**config.mk**
```make
export PLATFORM = sky130hd
export DESIGN_NAME = fp_status_ctl
export DESIGN_NICKNAME = d
export VERILOG_FILES = /design/src/rtl/fp_status_pkg.sv /design/src/rtl/fp_status_dp.sv /design/src/rtl/fp_status_ctrl.sv /design/src/rtl/fp_status_ctl.sv
export SDC_FILE = /design/constraint.sdc
export NUM_CORES = 1
export LEC_CHECK = 0
export ABC_AREA = 1
export BUFFER_PORTS_ARGS = -buffer_cell sky130_fd_sc_hd__buf_4
export CAP_MARGIN = 20
export CORE_MARGIN = 2
export CORE_UTILIZATION = 42
export DETAILED_ROUTE_END_ITERATION = 10
export PLACE_DENSITY_LB_ADDON = 0.15
export SYNTH_ARGS = -nofsm -noshare
export SYNTH_HDL_FRONTEND = slang
export SYNTH_HIERARCHICAL = 1
export SYNTH_SLANG_ARGS = --single-unit
```
**constraint.sdc**
```tcl
create_clock -name clk -period 1.3 [get_ports clk]
set_input_delay 0.13 -clock clk [delete_from_list [all_inputs] [get_ports clk]]
set_output_delay 0.13 -clock clk [all_outputs]
set_load 0.1 [all_outputs]
```
**src/rtl/fp_status_pkg.sv**
```systemverilog
package fp_status_pkg;
  localparam int CSR_W      = 32;
  localparam int EXC_W      = 5;
  localparam int CODE_W     = 12;
  localparam int RM_LSB     = 0;
  localparam int RM_W       = 2;
  localparam int FLAG_LSB   = 2;
  localparam int EN_LSB     = 7;
  localparam int CAUSE_LSB  = 12;
  localparam int DENORM_BIT = 18;
  localparam logic [CSR_W-1:0]  WR_MASK_DEF   = 32'h0005_FFFF;
  localparam logic [CODE_W-1:0] TRAP_CODE_DEF = 12'h120;
  localparam logic [RM_W-1:0]   RM_TO_ZERO    = 2'b01;

  typedef struct packed {
    logic load;
    logic update;
  } csrStrobe_t;
endpackage

```
**src/rtl/fp_status_dp.sv**
```systemverilog
module fp_status_dp
  import fp_status_pkg::*;
#(
  parameter logic [CSR_W-1:0] WR_MASK = WR_MASK_DEF
) (
  input  logic             clk,
  input  logic             rstN,
  input  csrStrobe_t       strobe,
  input  logic [CSR_W-1:0] wrData,
  input  logic [EXC_W-1:0] opExc,
  output logic [CSR_W-1:0] csrQ,
  output logic             trapHit,
  output logic             roundZero,
  output logic             flushZero
);
  localparam int FLAG_MSB  = FLAG_LSB + EXC_W - 1;
  localparam int EN_MSB    = EN_LSB + EXC_W - 1;
  localparam int CAUSE_MSB = CAUSE_LSB + EXC_W - 1;

  logic [EXC_W-1:0] causeNext;
  logic [CSR_W-1:0] csrNext;

  assign causeNext = csrQ[CAUSE_MSB:CAUSE_LSB] | opExc;
  assign trapHit   = |(causeNext & csrQ[EN_MSB:EN_LSB]);

  always_comb begin
    csrNext = csrQ;
    if (strobe.load) begin
      csrNext = wrData & WR_MASK;
    end else if (strobe.update) begin
      csrNext[FLAG_MSB:FLAG_LSB]   = opExc;
      csrNext[CAUSE_MSB:CAUSE_LSB] = causeNext;
    end
  end

  always_ff @(posedge clk) begin
    if (!rstN) csrQ <= '0;
    else       csrQ <= csrNext;
  end

  assign roundZero = (csrQ[RM_LSB+RM_W-1:RM_LSB] == RM_TO_ZERO);
  assign flushZero = csrQ[DENORM_BIT];
endmodule

```
**src/rtl/fp_status_ctrl.sv**
```systemverilog
module fp_status_ctrl
  import fp_status_pkg::*;
#(
  parameter logic [CODE_W-1:0] TRAP_CODE = TRAP_CODE_DEF
) (
  input  logic              clk,
  input  logic              rstN,
  input  logic              wrEn,
  input  logic              opDone,
  input  logic              cmpDone,
  input  logic              cmpUnordered,
  input  logic              trapHit,
  output csrStrobe_t        strobe,
  output logic              trapReq,
  output logic [CODE_W-1:0] trapCode
);
  logic trapQ;

  // A write always wins over a same-cycle update.
  assign strobe.load   = wrEn;
  assign strobe.update = !wrEn && (opDone || (cmpDone && cmpUnordered));

  always_ff @(posedge clk) begin
    if (!rstN) trapQ <= 1'b0;
    else       trapQ <= strobe.update && trapHit;
  end

  assign trapReq  = trapQ;
  assign trapCode = trapQ ? TRAP_CODE : '0;
endmodule

```
**src/rtl/fp_status_ctl.sv**
```systemverilog
module fp_status_ctl
  import fp_status_pkg::*;
#(
  parameter logic [CSR_W-1:0]  WR_MASK   = WR_MASK_DEF,
  parameter logic [CODE_W-1:0] TRAP_CODE = TRAP_CODE_DEF
) (
  input  logic              clk,
  input  logic              rstN,
  input  logic              wrEn,
  input  logic [CSR_W-1:0]  wrData,
  input  logic              opDone,
  input  logic [EXC_W-1:0]  opExc,
  input  logic              cmpDone,
  input  logic              cmpUnordered,
  output logic [CSR_W-1:0]  regValue,
  output logic              roundZero,
  output logic              flushZero,
  output logic              trapReq,
  output logic [CODE_W-1:0] trapCode
);
  csrStrobe_t strobe;
  logic       trapHit;

  fp_status_ctrl #(.TRAP_CODE(TRAP_CODE)) u_ctrl (
    .clk(clk), .rstN(rstN), .wrEn(wrEn), .opDone(opDone),
    .cmpDone(cmpDone), .cmpUnordered(cmpUnordered), .trapHit(trapHit),
    .strobe(strobe), .trapReq(trapReq), .trapCode(trapCode)
  );

  fp_status_dp #(.WR_MASK(WR_MASK)) u_dp (
    .clk(clk), .rstN(rstN), .strobe(strobe), .wrData(wrData), .opExc(opExc),
    .csrQ(regValue), .trapHit(trapHit), .roundZero(roundZero), .flushZero(flushZero)
  );
endmodule

```
Word-level counts from Yosys, hierarchy flattened --
Index checks and enable logic that the tools add are counted.
Word-level totals: flip-flop bits (word level) 19, output and inout port bits 47, word-level logic and storage cells 18
Operators by class: equality and inequality tests 1, muxes and demuxes 5, bitwise logic cells 2, reductions and logical operators 7
Operators with widths (number):
- $mux W5 | 4
- $mux W9 | 1
- $and A5 B5 Y5 | 1
- $or A5 B5 Y5 | 1
- $reduce_or A5 Y1 | 1
- $logic_and A1 B1 Y1 | 3
- $eq A2 B1 Y1 const B | 1
- $reduce_bool A2 Y1 | 1
- $logic_not A1 Y1 | 1
- $logic_or A1 B1 Y1 | 1

Logic depth before layout (Yosys ltp) --
depth in word-level cells 5, depth in mapped cells 10

Hierarchy --
Netlist, hierarchy kept.
Modules (own cells, without submodules):
- fp_status_dp | instances 1, cells an instance 142, area each 960.9 um2, seq. area each 360.3 um2
- fp_status_ctrl | instances 1, cells an instance 23, area each 156.4 um2, seq. area each 20.0 um2

Least setup slack after synthesis --
Ideal clock, no wire load.
kind register to output, start point register u_dp.csrQ[0], end point output roundZero, arrival time 2.348 ns, required time 1.170 ns, slack -1.178 ns, cell stages (with the launch flop) 3, buffers on the path 0, path through dfxtp_1 inv_1 nor2_1
On the way: longest elaborated chain between the ends 1
Ends and longest elaborated chain:
- start: declaration | RTL line fp_status_dp.sv:11 | output logic [CSR_W-1:0] csrQ,
- start signal: assignment | RTL line fp_status_dp.sv:38 | else csrQ <= csrNext;
- $eq A2 B1 Y1 | RTL line fp_status_dp.sv:41 | assign roundZero = (csrQ[RM_LSB+RM_W-1:RM_LSB] == RM_TO_ZERO);
- end: declaration | RTL line fp_status_ctl.sv:16 | output logic roundZero,
No other way between the ends.

Worst setup path in the final report --
Ends and elaborated chain as after synthesis.

==> summary.md <==
The run finished with clean final reports. The all-layer global routing usage is 0.168. The class of the worst hold path was primary input to flip-flop. Detailed placement finished with a half-perimeter wire length of 2.00 mm. The final routed wirelength across all metal layers was 2.59 mm; the weighted congestion reported at the end of routability-driven placement was 0.810. The tools report the register area share after synthesis as 0.340. The tools report the first-pass GRT wire length as 4.20 mm. The largest single stage delay on the critical path is 0.34 ns.

The average wire per cell in the routed design is 10.8 µm, and the number of instances resized during post-cts repair is 0. In this run the mean area of a mapped cell was 6.77 µm². Buffers inserted to repair hold after CTS numbered 0. The finished layout holds 240 standard cells, fillers aside. Synthesis produced a netlist whose cell count is 165.

By startpoint and endpoint, the worst setup path is classified as flip-flop to output pin. For this run, the detailed router's first-pass iteration total came to 4. The tools report the worst-case clock skew as 0.00448 ns. The post-CTS clock slew at the launch and capture registers of the worst setup and hold paths came out at 0.11 ns. Type of element capturing the critical path: an output pin.

The signal on the critical path passes through inv_1, nor2_4, buf_4. The largest fanout on the critical path came out at 2. TritonCTS created 3 clock buffers. The H-tree depth is 1. The number of max-slew violations in the final report is 0. The run gives 19 as the pin count of the biggest net entering global routing.

The core region is 0.00250 mm². For the count of warnings emitted by yosys, the log shows 6. For this design the top-level I/O count stands at 90. Most common flop cell mapped by yosys: dfxtp_1.

The clock passes through at most 2 buffers. Total power per unit cell area: 1330 mW/mm². The filler cell count came out at 251. The total number of nets in the final design is 254. The number of register bits inferred by synthesis works out to 19. Clock root buffer master: clkbuf_4.

Ranked by total cell area, the synthesized netlist is headed by dfxtp_1 34%, buf_4 19%, nand2_1 12%. Detailed routing inserted a total of 1047 vias. Height of the die: 55.6 µm. Post-CTS timing repair inserted 0 buffers for setup.

The tool flagged a number of max-cap violations equal to 0. On the critical path, the stage with the largest delay is an instance of dfxtp_2. Counting flops with a built-in enable in the synthesized netlist gives 0.

The number of antenna violations at the first check in global routing was 0. The logs give 0.0412 ns for the hold slack and 0 for the final antenna-violating net count. The tools report the number of placement rows as 18. IR analysis of the VDD net gives a maximum drop of 0.794 mV.

The minimum clock period after layout was 1.18 ns; the number of global-route vias before repair was 963. For the number of diodes, the log shows 0. The biggest area contributor in the post-synthesis netlist is dfxtp_1. The remaining global-route overflow was 0; the number of clock sinks was 19.

After detailed routing, the number of remaining DRC violations is 0. For the required time reported for the critical path endpoint, the log shows 1.17 ns. The starting DRC count in detailed routing is 16, and the critical path data arrival time is 1.05 ns. Timing would allow up to 0.850 GHz.

The leakage power summed over all cells was 0.805 nW. Ratio of cells with drive above 1 in the final layout: 0.352. Total count of hold-check failures in the final report: 0.

The async set-reset flop share out of synthesis came out at 0. The post-detailed-route via-to-cell ratio is 4.36, and the number of buffers inserted by port buffering is 51. For the worst-skew pair, the clock arrives at the later sink with an insertion delay of 0.30 ns. Setup violations remaining at the end of the flow were counted as 0. Setup repair after global routing left no endpoint under its margin. TritonCTS built the clock tree. The final critical-path share of the clock period is 0.905. The tools report the startpoint kind of the worst setup timing path as a flip-flop. The netlist uses 17 different library cells. The run gives 236 as the instance count after placement with tap cells included. The die covers 0.00309 mm². The area growth from synthesis to layout is 27.4%.

The die is 55.6 µm wide. The effective utilization at floorplan is 0.447. The fraction of synthesized cell area taken by the top area cell type was 0.340; the mapped cell area was 0.00112 mm².
-- synth_stat cells, types with 2 or more instances --
master,n
buf_6,3
a21oi_1,2
buf_2,2
nor2_1,35
dfxtp_1,19
buf_4,28
conb_1,2
nand2_2,2
nand3_1,10
inv_1,11
o21ai_1,2
o21ai_0,10
nand2_1,35
-- logic make-up (layout without fill, tap and decap cells) --
group,count (synthesis),count (layout),share of synthesized area
compound gates,14,14,0.0627
buf+inv,45,68,0.270
flops,19,19,0.340
simple gates,85,85,0.320
other cells,2,24,0.00672
-- state kept, by name, summed over array words and instances, names as in the netlist --
signal          flops
u_ctrl/trapReq      1
u_dp/csrQ          18
-- layout make-up --
type                            count  area [µm²]  area share
Clock buffer                        4        26.3      0.0185
Inverter                           12        47.5      0.0334
Multi-Input combinational cell    123         526       0.369
Sequential cell                    19         397       0.279
Tap cell                           30        37.5      0.0264
Timing Repair Buffer               52         390       0.274
-- where the power goes --
| group | total (W) | internal, W | switching (W) |
|---|---|---|---|
| sequential | 0.000657 | 0.000627 | 0.0000294 |
| clock | 0.000306 | 0.000120 | 0.000186 |
| combinational | 0.000933 | 0.000163 | 0.000770 |
-- per-stage QoR --
step            util  worst slack (ns)  area (µm²)  TNS [ns]  power [W]
5_1_grt        0.570            0.0593        1420         0    0.00197
3_3_place_gp   0.559             0.212        1400         0    0.00160
4_1_cts        0.570             0.107        1420         0    0.00191
3_5_place_dp   0.559             0.165        1400         0    0.00160
6_report       0.570             0.124        1420         0    0.00190
2_1_floorplan      -            -0.136        1220    -0.139    0.00151
-- placed cells by master (no fill, tap or decap) --
cell       n
buf_4     52
a21oi_1    2
nor2_1    34
dfxtp_1    6
nor2_4     1
nand3_1   10
dfxtp_2   13
nand2_1   35
inv_1     11
inv_4      1
and2_1     1
nor2_2     1
nand2_2    2
conb_1    24
o21ai_1    2
o21ai_0   10
clkbuf_4   3
clkbuf_1   1
nor2_8     1
-- worst paths after layout --
check | endpoint | slack [ns] | startpoint | cells past startpoint
worst max register to register | u_ctrl/trapReq | 0.38 | u_dp/csrQ[16] | 5
worst min-delay path | u_dp/csrQ[8] | 0.04 | wrData[8] | 3
worst min register to register | u_dp/csrQ[10] | 0.50 | u_dp/csrQ[10] | 2
worst max-delay path | roundZero | 0.12 | u_dp/csrQ[0] | 3
-- critical path: cells and delay by family (launching register included) --
kind | cells | cell delay, ns
buf+inv | 2 | 0.34
flops | 1 | 0.34
simple gates | 1 | 0.07
-- per-layer routing --
| layer | global-route usage | wire (µm) | vias to the layer above |
|---|---|---|---|
| met5 | 0 | 0 | - |
| met4 | 0.0627 | 39 | 0 |
| met3 | 0.0372 | 209 | 5 |
| met2 | 0.286 | 1230 | 49 |
| met1 | 0.207 | 1110 | 452 |
| li1 | - | - | 541 |
Power figures use the tool's default switching activity.
